<file path="src/rtl/pstate_pkg.sv">
package pstate_pkg;
  typedef enum logic [1:0] {
    SEL_REQUEST = 2'd0,
    SEL_LIVE    = 2'd1,
    SEL_ENABLE  = 2'd2,
    SEL_CAP     = 2'd3
  } reg_sel_e;
endpackage

</file>
<file path="src/rtl/pstate_regfile.sv">
module pstate_regfile import pstate_pkg::*; #(
  parameter int CODE_W      = 16,
  parameter int DATA_W      = 32,
  parameter int EN_BIT      = 16,
  parameter logic [CODE_W-1:0] RESET_POINT = 16'h0004
) (
  input  logic              clk,
  input  logic              rst_n,
  input  logic              wr,
  input  logic [1:0]        addr,
  input  logic [DATA_W-1:0] wdata,
  output logic [CODE_W-1:0] request,
  output logic              enable
);
  logic unused_wbits;
  assign unused_wbits = ^wdata;

  always_ff @(posedge clk) begin
    if (!rst_n) begin
      request <= RESET_POINT;
      enable  <= 1'b0;
    end else if (wr) begin
      case (reg_sel_e'(addr))
        SEL_REQUEST: request <= wdata[CODE_W-1:0];
        SEL_ENABLE:  enable  <= wdata[EN_BIT];
        default: ;
      endcase
    end
  end

  assert_request_store_R2: assert property (@(posedge clk) disable iff (!rst_n)
    (wr && addr == SEL_REQUEST) |=> request == $past(wdata[CODE_W-1:0]));
endmodule

</file>
<file path="src/rtl/pstate_launcher.sv">
module pstate_launcher #(
  parameter int CODE_W = 16,
  parameter logic [CODE_W-1:0] RESET_POINT = 16'h0004
) (
  input  logic              clk,
  input  logic              rst_n,
  input  logic              enable,
  input  logic [CODE_W-1:0] request,
  input  logic              seq_ready,
  output logic              seq_valid,
  output logic [CODE_W-1:0] seq_code,
  output logic [CODE_W-1:0] live,
  output logic              done
);
  logic accept;
  logic launch;

  assign accept = seq_valid && seq_ready;
  assign launch = !seq_valid && enable && (request != live);

  always_ff @(posedge clk) begin
    if (!rst_n) begin
      seq_valid <= 1'b0;
      seq_code  <= RESET_POINT;
      live      <= RESET_POINT;
      done      <= 1'b0;
    end else begin
      done <= accept;
      if (accept) begin
        live      <= seq_code;
        seq_valid <= 1'b0;
      end else if (launch) begin
        seq_valid <= 1'b1;
        seq_code  <= request;
      end
    end
  end

  assert_no_launch_disabled_R3: assert property (@(posedge clk) disable iff (!rst_n)
    (!enable && !seq_valid) |=> !seq_valid);

  assert_launch_code_R4: assert property (@(posedge clk) disable iff (!rst_n)
    $rose(seq_valid) |-> seq_code == $past(request));

  assert_hold_R5: assert property (@(posedge clk) disable iff (!rst_n)
    (seq_valid && !seq_ready) |=> (seq_valid && $stable(seq_code)));

  assert_live_change_R6: assert property (@(posedge clk) disable iff (!rst_n)
    !$stable(live) |-> (done && !seq_valid));

  assert_done_pulse_R6: assert property (@(posedge clk) disable iff (!rst_n)
    done |=> !done);
endmodule

</file>
<file path="src/rtl/pstate_readmux.sv">
module pstate_readmux import pstate_pkg::*; #(
  parameter int CODE_W   = 16,
  parameter int DATA_W   = 32,
  parameter int EN_BIT   = 16,
  parameter int CAP_BIT  = 7,
  parameter int BUSY_BIT = 16
) (
  input  logic [1:0]        addr,
  input  logic [CODE_W-1:0] request,
  input  logic [CODE_W-1:0] live,
  input  logic              enable,
  input  logic              busy,
  output logic [DATA_W-1:0] rdata
);
  always_comb begin
    rdata = '0;
    case (reg_sel_e'(addr))
      SEL_REQUEST: rdata[CODE_W-1:0] = request;
      SEL_LIVE: begin
        rdata[CODE_W-1:0] = live;
        rdata[BUSY_BIT]   = busy;
      end
      SEL_ENABLE: rdata[EN_BIT]  = enable;
      SEL_CAP:    rdata[CAP_BIT] = 1'b1;
      default: rdata = '0;
    endcase
  end
endmodule

</file>
<file path="src/rtl/pstate_ctrl.sv">
module pstate_ctrl import pstate_pkg::*; #(
  parameter int CODE_W  = 16,
  parameter int DATA_W  = 32,
  parameter int EN_BIT  = 16,
  parameter int CAP_BIT = 7,
  parameter logic [CODE_W-1:0] RESET_POINT = 16'h0004
) (
  input  logic              clk,
  input  logic              rst_n,
  input  logic              reg_wr,
  input  logic [1:0]        reg_addr,
  input  logic [DATA_W-1:0] reg_wdata,
  output logic [DATA_W-1:0] reg_rdata,
  output logic              seq_valid,
  output logic [CODE_W-1:0] seq_code,
  input  logic              seq_ready,
  output logic [CODE_W-1:0] cur_point,
  output logic              busy,
  output logic              xfer_done
);
  localparam int BUSY_BIT = CODE_W;

  logic [CODE_W-1:0] request;
  logic              enable;

  pstate_regfile #(
    .CODE_W(CODE_W), .DATA_W(DATA_W), .EN_BIT(EN_BIT), .RESET_POINT(RESET_POINT)
  ) u_regfile (
    .clk(clk), .rst_n(rst_n), .wr(reg_wr), .addr(reg_addr), .wdata(reg_wdata),
    .request(request), .enable(enable)
  );

  pstate_launcher #(
    .CODE_W(CODE_W), .RESET_POINT(RESET_POINT)
  ) u_launcher (
    .clk(clk), .rst_n(rst_n), .enable(enable), .request(request),
    .seq_ready(seq_ready), .seq_valid(seq_valid), .seq_code(seq_code),
    .live(cur_point), .done(xfer_done)
  );

  assign busy = seq_valid;

  pstate_readmux #(
    .CODE_W(CODE_W), .DATA_W(DATA_W), .EN_BIT(EN_BIT),
    .CAP_BIT(CAP_BIT), .BUSY_BIT(BUSY_BIT)
  ) u_readmux (
    .addr(reg_addr), .request(request), .live(cur_point), .enable(enable),
    .busy(busy), .rdata(reg_rdata)
  );

  assert_busy_read_R10: assert property (@(posedge clk) disable iff (!rst_n)
    (reg_addr == SEL_LIVE) |-> (reg_rdata[BUSY_BIT] == seq_valid));

  assert_live_read_R6: assert property (@(posedge clk) disable iff (!rst_n)
    (reg_addr == SEL_LIVE) |-> (reg_rdata[CODE_W-1:0] == cur_point));
endmodule

</file>
<file path="config.mk">
export PLATFORM = sky130hd
export DESIGN_NAME = pstate_ctrl
export DESIGN_NICKNAME = d
export VERILOG_FILES = /design/src/rtl/pstate_pkg.sv /design/src/rtl/pstate_regfile.sv /design/src/rtl/pstate_launcher.sv /design/src/rtl/pstate_readmux.sv /design/src/rtl/pstate_ctrl.sv
export SDC_FILE = /design/constraint.sdc
export NUM_CORES = 1
export LEC_CHECK = 0
export BUFFER_PORTS_ARGS = -buffer_cell sky130_fd_sc_hd__buf_4
export CORE_AREA = 2 2 79 81
export DETAILED_ROUTE_END_ITERATION = 10
export DIE_AREA = 0 0 81 83
export GPL_TIMING_DRIVEN = 0
export PLACE_DENSITY_LB_ADDON = 0.25
export SLEW_MARGIN = 20
export SYNTH_ARGS = -nofsm -noshare
export SYNTH_HDL_FRONTEND = slang
export SYNTH_HIERARCHICAL = 1
export SYNTH_SLANG_ARGS = --single-unit
</file>
<file path="constraint.sdc">
create_clock -name clk -period 1.6 [get_ports clk]
set_clock_uncertainty 0.05 [all_clocks]
set_input_delay 0.16 -clock clk [delete_from_list [all_inputs] [get_ports clk]]
set_output_delay 0.16 -clock clk [all_outputs]
set_load 0.01 [all_outputs]
</file>
==> out/metrics.csv, run 1 <==
stage;metric;value;unit
layout;Nets;401;
synth;synth warn;6;
clocking;hold-fix buffers at CTS;0;
sta;final hold viol count;0;
grt;gr ovfl total;0;
status;failing checks;negative setup slack;
clocking;worst skew pair latency;0.31;ns
layout;fin area;3440;sq um
synth;Mapped Cells;257;
die;die footprint;6720;sq um
sta;final worst-path cycle share;104;%
grt;total track usage;18.4;%
synth;#FFs+latches synth;51;
critical_path;critical path class;reg2reg;
placed_design;Post-Place Cell Area;3190;sq um
critical_path;Worst Setup End Kind;flop;
route;total number of vias;2050;
min_path;min-delay worst type;in2reg;
synth;sequential area share after synthesis;41.2;%
sta;Slew Limit Fails;0;
clocking;cts bufs inserted;5;
run;max-cap viol count;0;
die;Ports;105;
die;Initial Utilization;42.6;%
synth;Netlist cell types;27;
sta;Final setup viols;16;
power_and_ir_drop;Static Leak;1.51;nW
sta;fin crit period;1.67;ns
sta;measured slew at the worst slew-check pin;0.513;ns
synth;Yosys top cell by area;dfxtp_1;
layout;n_diodes;0;
die;die width;81;microns
placed_design;dpl cells;419;
power_and_ir_drop;maximum vdd drop;0.439;mV
die;core area;5820;sq um
route;# DRC;0;
sta;worst setup margin;-0.0700;ns
critical_path;WP data required;1.76;ns
die;Rows;28;
synth;Mean Syn Cell Area;9.65;sq um
layout;Multi-input gate area;1290;sq um
route;Via density;4.72;
clocking;H-tree Lvls;2;
layout;Layout Cells excl Fill;434;
clocking;Worst-path clk slew;0.10;ns
route;1st-pass router iterations;4;
layout;share of cells above drive strength 1;42.6;%
status;status;finished, violations left;
power_and_ir_drop;Power Density;695;nW/um^2
grt;vias in the first global route;1842;
synth;share of the synthesized area in the top cell type;41.2;%
placed_design;GPL Wtd Cong;0.814;
placed_design;port buffer count;73;
placed_design;pre-CTS WS;-0.202;ns
route;wire length per cell;14.0;microns
layout;Fillers;525;
layout;sequential standard cell area;1070;sq um
grt;pin count of the biggest net entering global routing;19;
grt;initial antenna violation count;0;
sta;slew margin rel.;65.8;%
clocking;clock tree from TritonCTS;built;
sta;Fmax;599;MHz
route;number of DRC markers in iteration 0;102;
critical_path;crit-path max FO;10;
critical_path;Critical Path AT;1.83;ns
power_and_ir_drop;Tot Pwr;2.39;mW
synth;Mapped Area;2480;sq um
sta;RSZ-0062 raised after global routing;true;
synth;ranking of synthesized cells by area;dfxtp_1 41%, mux2i_1 13%, a22o_1 11%;
critical_path;Critical Path Max Stage Delay;0.43;ns
critical_path;CP max stage cell;o41ai_4;
clocking;CTS max path bufs;2;
clocking;CTS Sinks;51;
layout;area delta synth->final;38.8;%
clocking;clk root buf;clkbuf_8;
route;post-route ant nets;0;
die;Die Height;83;microns
critical_path;crit-path cells;xnor2_1 -> nand4_1 -> o41ai_4 -> nor2_4 -> buf_12 -> mux2i_1;
route;WL final;6060;microns
grt;first-pass GRT wire length;9520;microns
critical_path;Startpoint Class;flop;
placed_design;DP Wirelength;4600;microns
## layout make-up
type | count | area share [%]
buffer | 33 | 7.63
clock buffer | 5 | 2.00
clock inverter | 3 | 0.763
inverter | 6 | 0.654
multi-input combinational | 180 | 37.5
sequential | 51 | 31.0
tap | 75 | 2.73
timing repair buffer | 81 | 17.7
## timing repair
| action | CTS | global route |
|---|---|---|
| pin swaps | 3 | 2 |
| gates resized for setup | 21 | 11 |
| setup endpoints to repair | 27 | 26 |
| setup buffers | 7 | 1 |
## logic make-up after synthesis
logic type	share of synthesized area [%]
simple gates	13.1
compound gates	13.4
xor+xnor	5.65
flops	41.2
buf+inv	11.2
other cells	0.151
mux	12.9
fa+ha+maj	2.52
## critical path: cells and delay by family, from the launching register on
| family | cells | cell delay, ns |
|---|---|---|
| multiplexers | 1 | 0.11 |
| buffers and inverters | 1 | 0.17 |
| AND/OR/NAND/NOR | 2 | 0.28 |
| flip-flops | 1 | 0.36 |
| AO/OA/AOI/OAI | 1 | 0.43 |
| XOR/XNOR | 1 | 0.17 |
## synth_stat cells (all sizes together)
library cell and count:
o211ai 1, a21boi 2, a22o 30, xnor2 16, nor3b 1, dfxtp 51
clkbuf 7, o41ai 1, and3 1, a221oi 1, nor2b 3, nand4bb 1
nand4 4, nor2 2, conb 1, a22oi 2, ha 5, nand3b 1
inv 6, buf 27, nand2 62, mux2i 32
## report_power, final
group	switching [mW]	internal (mW)
logic	0.154	0.158
clock network	0.454	0.322
registers	0.0267	1.28
total	0.634	1.76
## final timing paths
check | start | endpoint | slack, ns | depth (start not counted)
setup / recovery | u_regfile/request[9]$_SDFFE_PN0P_ | u_launcher/seq_code[0]$_SDFFE_PN0P_ | -0.07 | 6
hold / removal | reg_wdata[11] | u_regfile/request[11]$_SDFFE_PN0P_ | 0.03 | 3
setup reg to reg | u_regfile/request[9]$_SDFFE_PN0P_ | u_launcher/seq_code[0]$_SDFFE_PN0P_ | -0.07 | 6
hold reg to reg | u_launcher/seq_code[14]$_SDFFE_PN0P_ | u_launcher/seq_code[14]$_SDFFE_PN0P_ | 0.43 | 2
## flip-flops by register name, summed over array words and instances, names as in the netlist
| register | count |
|---|---|
| u_launcher/live | 16 |
| u_launcher/seq_code | 16 |
| u_regfile/request | 16 |
| u_launcher/done | 1 |
| u_launcher/seq_valid | 1 |
| u_regfile/enable | 1 |
## per-layer routing
metal / up-vias / wire length (microns) / global-route usage (%)
met4: 0 / 78 / 6.01
li1: 1046 / - / -
met1: 943 / 2730 / 24.6
met3: 5 / 354 / 3.80
met2: 56 / 2890 / 29.2
met5: - / 0 / 0
## placed cells by master (no fill, tap or decap), drive strengths merged
cell,instances
nor2b,3
o41ai,1
clkinv,1
mux2i,32
ha,5
nand4,4
xnor2,16
inv,8
nor2,2
a221oi,1
buf,108
nand2,62
dfxtp,51
a22oi,2
nor3b,1
nand3b,1
o211ai,1
clkbuf,11
conb,15
and3,1
nand4bb,1
a22o,30
a21boi,2
## through the flow
stage | setup TNS, ns | utilization [%] | hold slack (ns)
after CTS | -0.889 | 58.5 | 0.0290
final | -0.923 | 59.2 | 0.0308
after floorplan | 0 | - | 0.249
after global routing | -2.22 | 59.2 | 0.0181
after detailed placement | -3.92 | 54.8 | 0.375
after global placement | -3.91 | 54.8 | 0.369
Power figures use the tool's default switching activity.
==> run 2: changes to the inputs <==
Settings changed: CORE_AREA 2 2 79 81 to 2 2 75 77, DIE_AREA 0 0 81 83 to 0 0 77 79.
Clock period 1.6 ns to 1.7 ns, I/O delays scaled along.
==> run 2 against run 1 <==
  * The flow now finishes without violations
  * Utilization increased by 4.2 points
  * Highest routed layer unchanged
  * Wire length decreased by 1.2%
  * Sequential cell count unchanged
  * Hold slack improved by 0.015 ns
  * Clock power increased by 9.3%
  * Critical path type unchanged
  * Largest power group unchanged
==> out/metrics.csv, run 2 (synthesized netlist as in run 1, its figures left out) <==
stage;metric;value;unit;change
clocking;worst skew pair latency;0.31;ns;about the same
critical_path;FF-to-FF path depth;6;;unchanged
critical_path;r2r endpoint;u_launcher/seq_code[11]$_SDFFE_PN0P_;;
clocking;clock tree from TritonCTS;built;;
critical_path;Largest delay share family, worst path;compound AO/OA/AOI/OAI gates;;
sta;slew margin rel.;57.1;%;-8.7 points
sta;Final setup viols;0;;-16
grt;first-pass GRT wire length;9270;microns;-2.7%
die;die width;77;microns;-4.9%
placed_design;Post-Place Cell Area;3170;sq um;-0.59%
critical_path;Critical Path Max Stage Delay;0.43;ns;about the same
critical_path;CP max stage cell;o41ai_4;;
grt;initial antenna violation count;0;;unchanged
critical_path;WP data required;1.85;ns;+0.09 ns
die;Die Height;79;microns;-4.8%
power_and_ir_drop;Power Density;700;nW/um^2;+0.67%
route;post-route ant nets;0;;unchanged
critical_path;FF-to-FF Start;u_regfile/request[14]$_SDFFE_PN0P_;;
critical_path;internal reg-to-reg setup slack;0.02;ns;+0.09 ns
layout;commonest non-fill, non-tap cells in the layout;92 x buf_4, 62 x nand2_1, 32 x mux2i_1;;
sta;fin crit period;1.68;ns;+0.00898 ns
clocking;clk root buf;clkbuf_8;;
route;WL final;5980;microns;-1.2%
sta;final worst-path cycle share;98.8;%;-5.6 points
route;1st-pass router iterations;4;;unchanged
die;core area;5340;sq um;-8.2%
route;total number of vias;2019;;-1.5%
grt;total track usage;19.7;%;+1.3 points
sta;Fmax;596;MHz;-0.53%
critical_path;Critical Path AT;1.83;ns;about the same
min_path;min-delay worst type;in2reg;;
die;Ports;105;;unchanged
layout;Nets;396;;-1.2%
sta;RSZ-0062 raised after global routing;true;;
grt;vias in the first global route;1879;;+2.0%
clocking;Worst-path clk slew;0.09;ns;about the same
power_and_ir_drop;maximum vdd drop;0.438;mV;-0.26%
layout;fin area;3390;sq um;-1.6%
run;max-cap viol count;0;;unchanged
critical_path;Buffers & Inverters on Critical Path;1;;unchanged
route;# DRC;0;;unchanged
clocking;CTS max path bufs;2;;unchanged
clocking;hold-fix buffers at CTS;0;;unchanged
sta;Slew Limit Fails;0;;unchanged
layout;post-layout util;63.5;%;+4.2 points
critical_path;Worst Setup End Kind;flop;;
clocking;H-tree Lvls;2;;unchanged
route;number of DRC markers in iteration 0;112;;+9.8%
critical_path;crit-path max FO;10;;unchanged
layout;commonest non-fill, non-tap cell in the layout;buf_4;;
critical_path;Startpoint Class;flop;;
sta;measured slew at the worst slew-check pin;0.642;ns;+0.129 ns
route;Via density;4.74;;+0.34%
layout;area delta synth->final;36.6;%;
min_path;Hold Crit Endpoint;u_regfile/request[10]$_SDFFE_PN0P_;;
clocking;cts bufs inserted;5;;unchanged
placed_design;port buffer count;73;;unchanged
layout;share of cells above drive strength 1;41.0;%;-1.7 points
critical_path;crit-path cells;xnor2_1 -> nand4_1 -> o41ai_4 -> nor2_4 -> buf_8 -> mux2i_1;;
grt;gr ovfl total;0;;unchanged
placed_design;GPL Wtd Cong;0.808;;-0.75%
die;die footprint;6080;sq um;-9.5%
clocking;CTS Sinks;51;;unchanged
layout;biggest registers after layout;u_launcher/live x16, u_launcher/seq_code x16, u_regfile/request x16;;
grt;pin count of the biggest net entering global routing;17;;-2
placed_design;DP Wirelength;4550;microns;-1.0%
route;wire length per cell;14.0;microns;+0.63%
status;status;completed;;
layout;n_diodes;0;;unchanged
sta;final hold viol count;0;;unchanged
critical_path;critical path class;reg2reg;;
die;Rows;27;;-3.6%
min_path;Hold Crit Start;reg_wdata[10];;
die;Initial Utilization;46.5;%;+3.8 points
power_and_ir_drop;Static Leak;1.50;nW;-1.3%
min_path;Hold Crit Depth;3;;unchanged
run 2: cell types whose count changed in the layout (fill, tap and decap cells not counted), sizes merged:
cell    change
buf         -5
inv         -2
clkinv      +1
bufinv      +1
run 2: worst max path at each step:
stage / startpoint / endpoint / slack, ns / cells after the start
final: u_regfile/request[14]$_SDFFE_PN0P_ / u_launcher/seq_code[11]$_SDFFE_PN0P_ / 0.02 / 6
after CTS: u_launcher/live[15]$_SDFFE_PN0P_ / u_launcher/seq_code[0]$_SDFFE_PN0P_ / -0.006 / 6
after global routing: u_launcher/seq_valid$_SDFFE_PP0P_ / u_launcher/seq_valid$_SDFFE_PP0P_ / -0.07 / 3
after floorplan: u_launcher/live[0]$_SDFFE_PN0P_ / u_launcher/seq_code[0]$_SDFFE_PN0P_ / 0.06 / 6
after detailed placement: u_launcher/seq_valid$_SDFFE_PP0P_ / u_launcher/live[2]$_SDFFE_PN1P_ / -0.10 / 4
after global placement: u_regfile/request[11]$_SDFFE_PN0P_ / u_launcher/seq_code[1]$_SDFFE_PN0P_ / -0.07 / 6
run 2: worst reg2reg max path: stages, from the launching register on:
cell     delay [ns]
dfxtp_2        0.36
xnor2_1        0.17
nand4_1        0.19
o41ai_4        0.43
nor2_4         0.08
buf_8          0.16
mux2i_1        0.12
run 2: layout make-up:
class                      count  area (sq um)
multi-input combinational    180          1280
timing repair buffer          76           571
clock inverter                 3          43.8
sequential                    51          1050
buffer                        33           255
tap                           72          90.1
fill                         468          1950
clock buffer                   5          68.8
inverter                       6          22.5
run 2: metal layers:
| layer | wire, microns | track usage [%] |
|---|---|---|
| met5 | 0 | 0 |
| met4 | 64 | 5.36 |
| met3 | 344 | 4.32 |
| met2 | 3000 | 34.8 |
| met1 | 2570 | 24.4 |
run 2: power breakdown:
part	switching, mW	internal, mW	leakage (nW)
clock	0.409	0.439	0.0581
combinational	0.143	0.144	1.01
sequential	0.0251	1.21	0.423
run 2: what timing repair did:
action                                  in CTS  in global routing
buffers inserted                             3                  0
cloned                                       0                  0
gates resized for setup                     19                 15
pin swaps                                    3                  5
endpoints found under the setup margin      19                 26
run 2: stage by stage:
step           cells  TNS (ns)  power (mW)  hold WS, ns  setup WS, ns
2_1_floorplan    271         0        1.44        0.259        0.0573
4_1_cts          427  -0.00752        2.38       0.0399      -0.00555
3_3_place_gp     416    -0.897        1.53        0.380       -0.0664
5_1_grt          426    -0.675        2.47       0.0269       -0.0672
6_report         426         0        2.37       0.0459        0.0211
3_5_place_dp     416     -1.31        1.54        0.384        -0.101
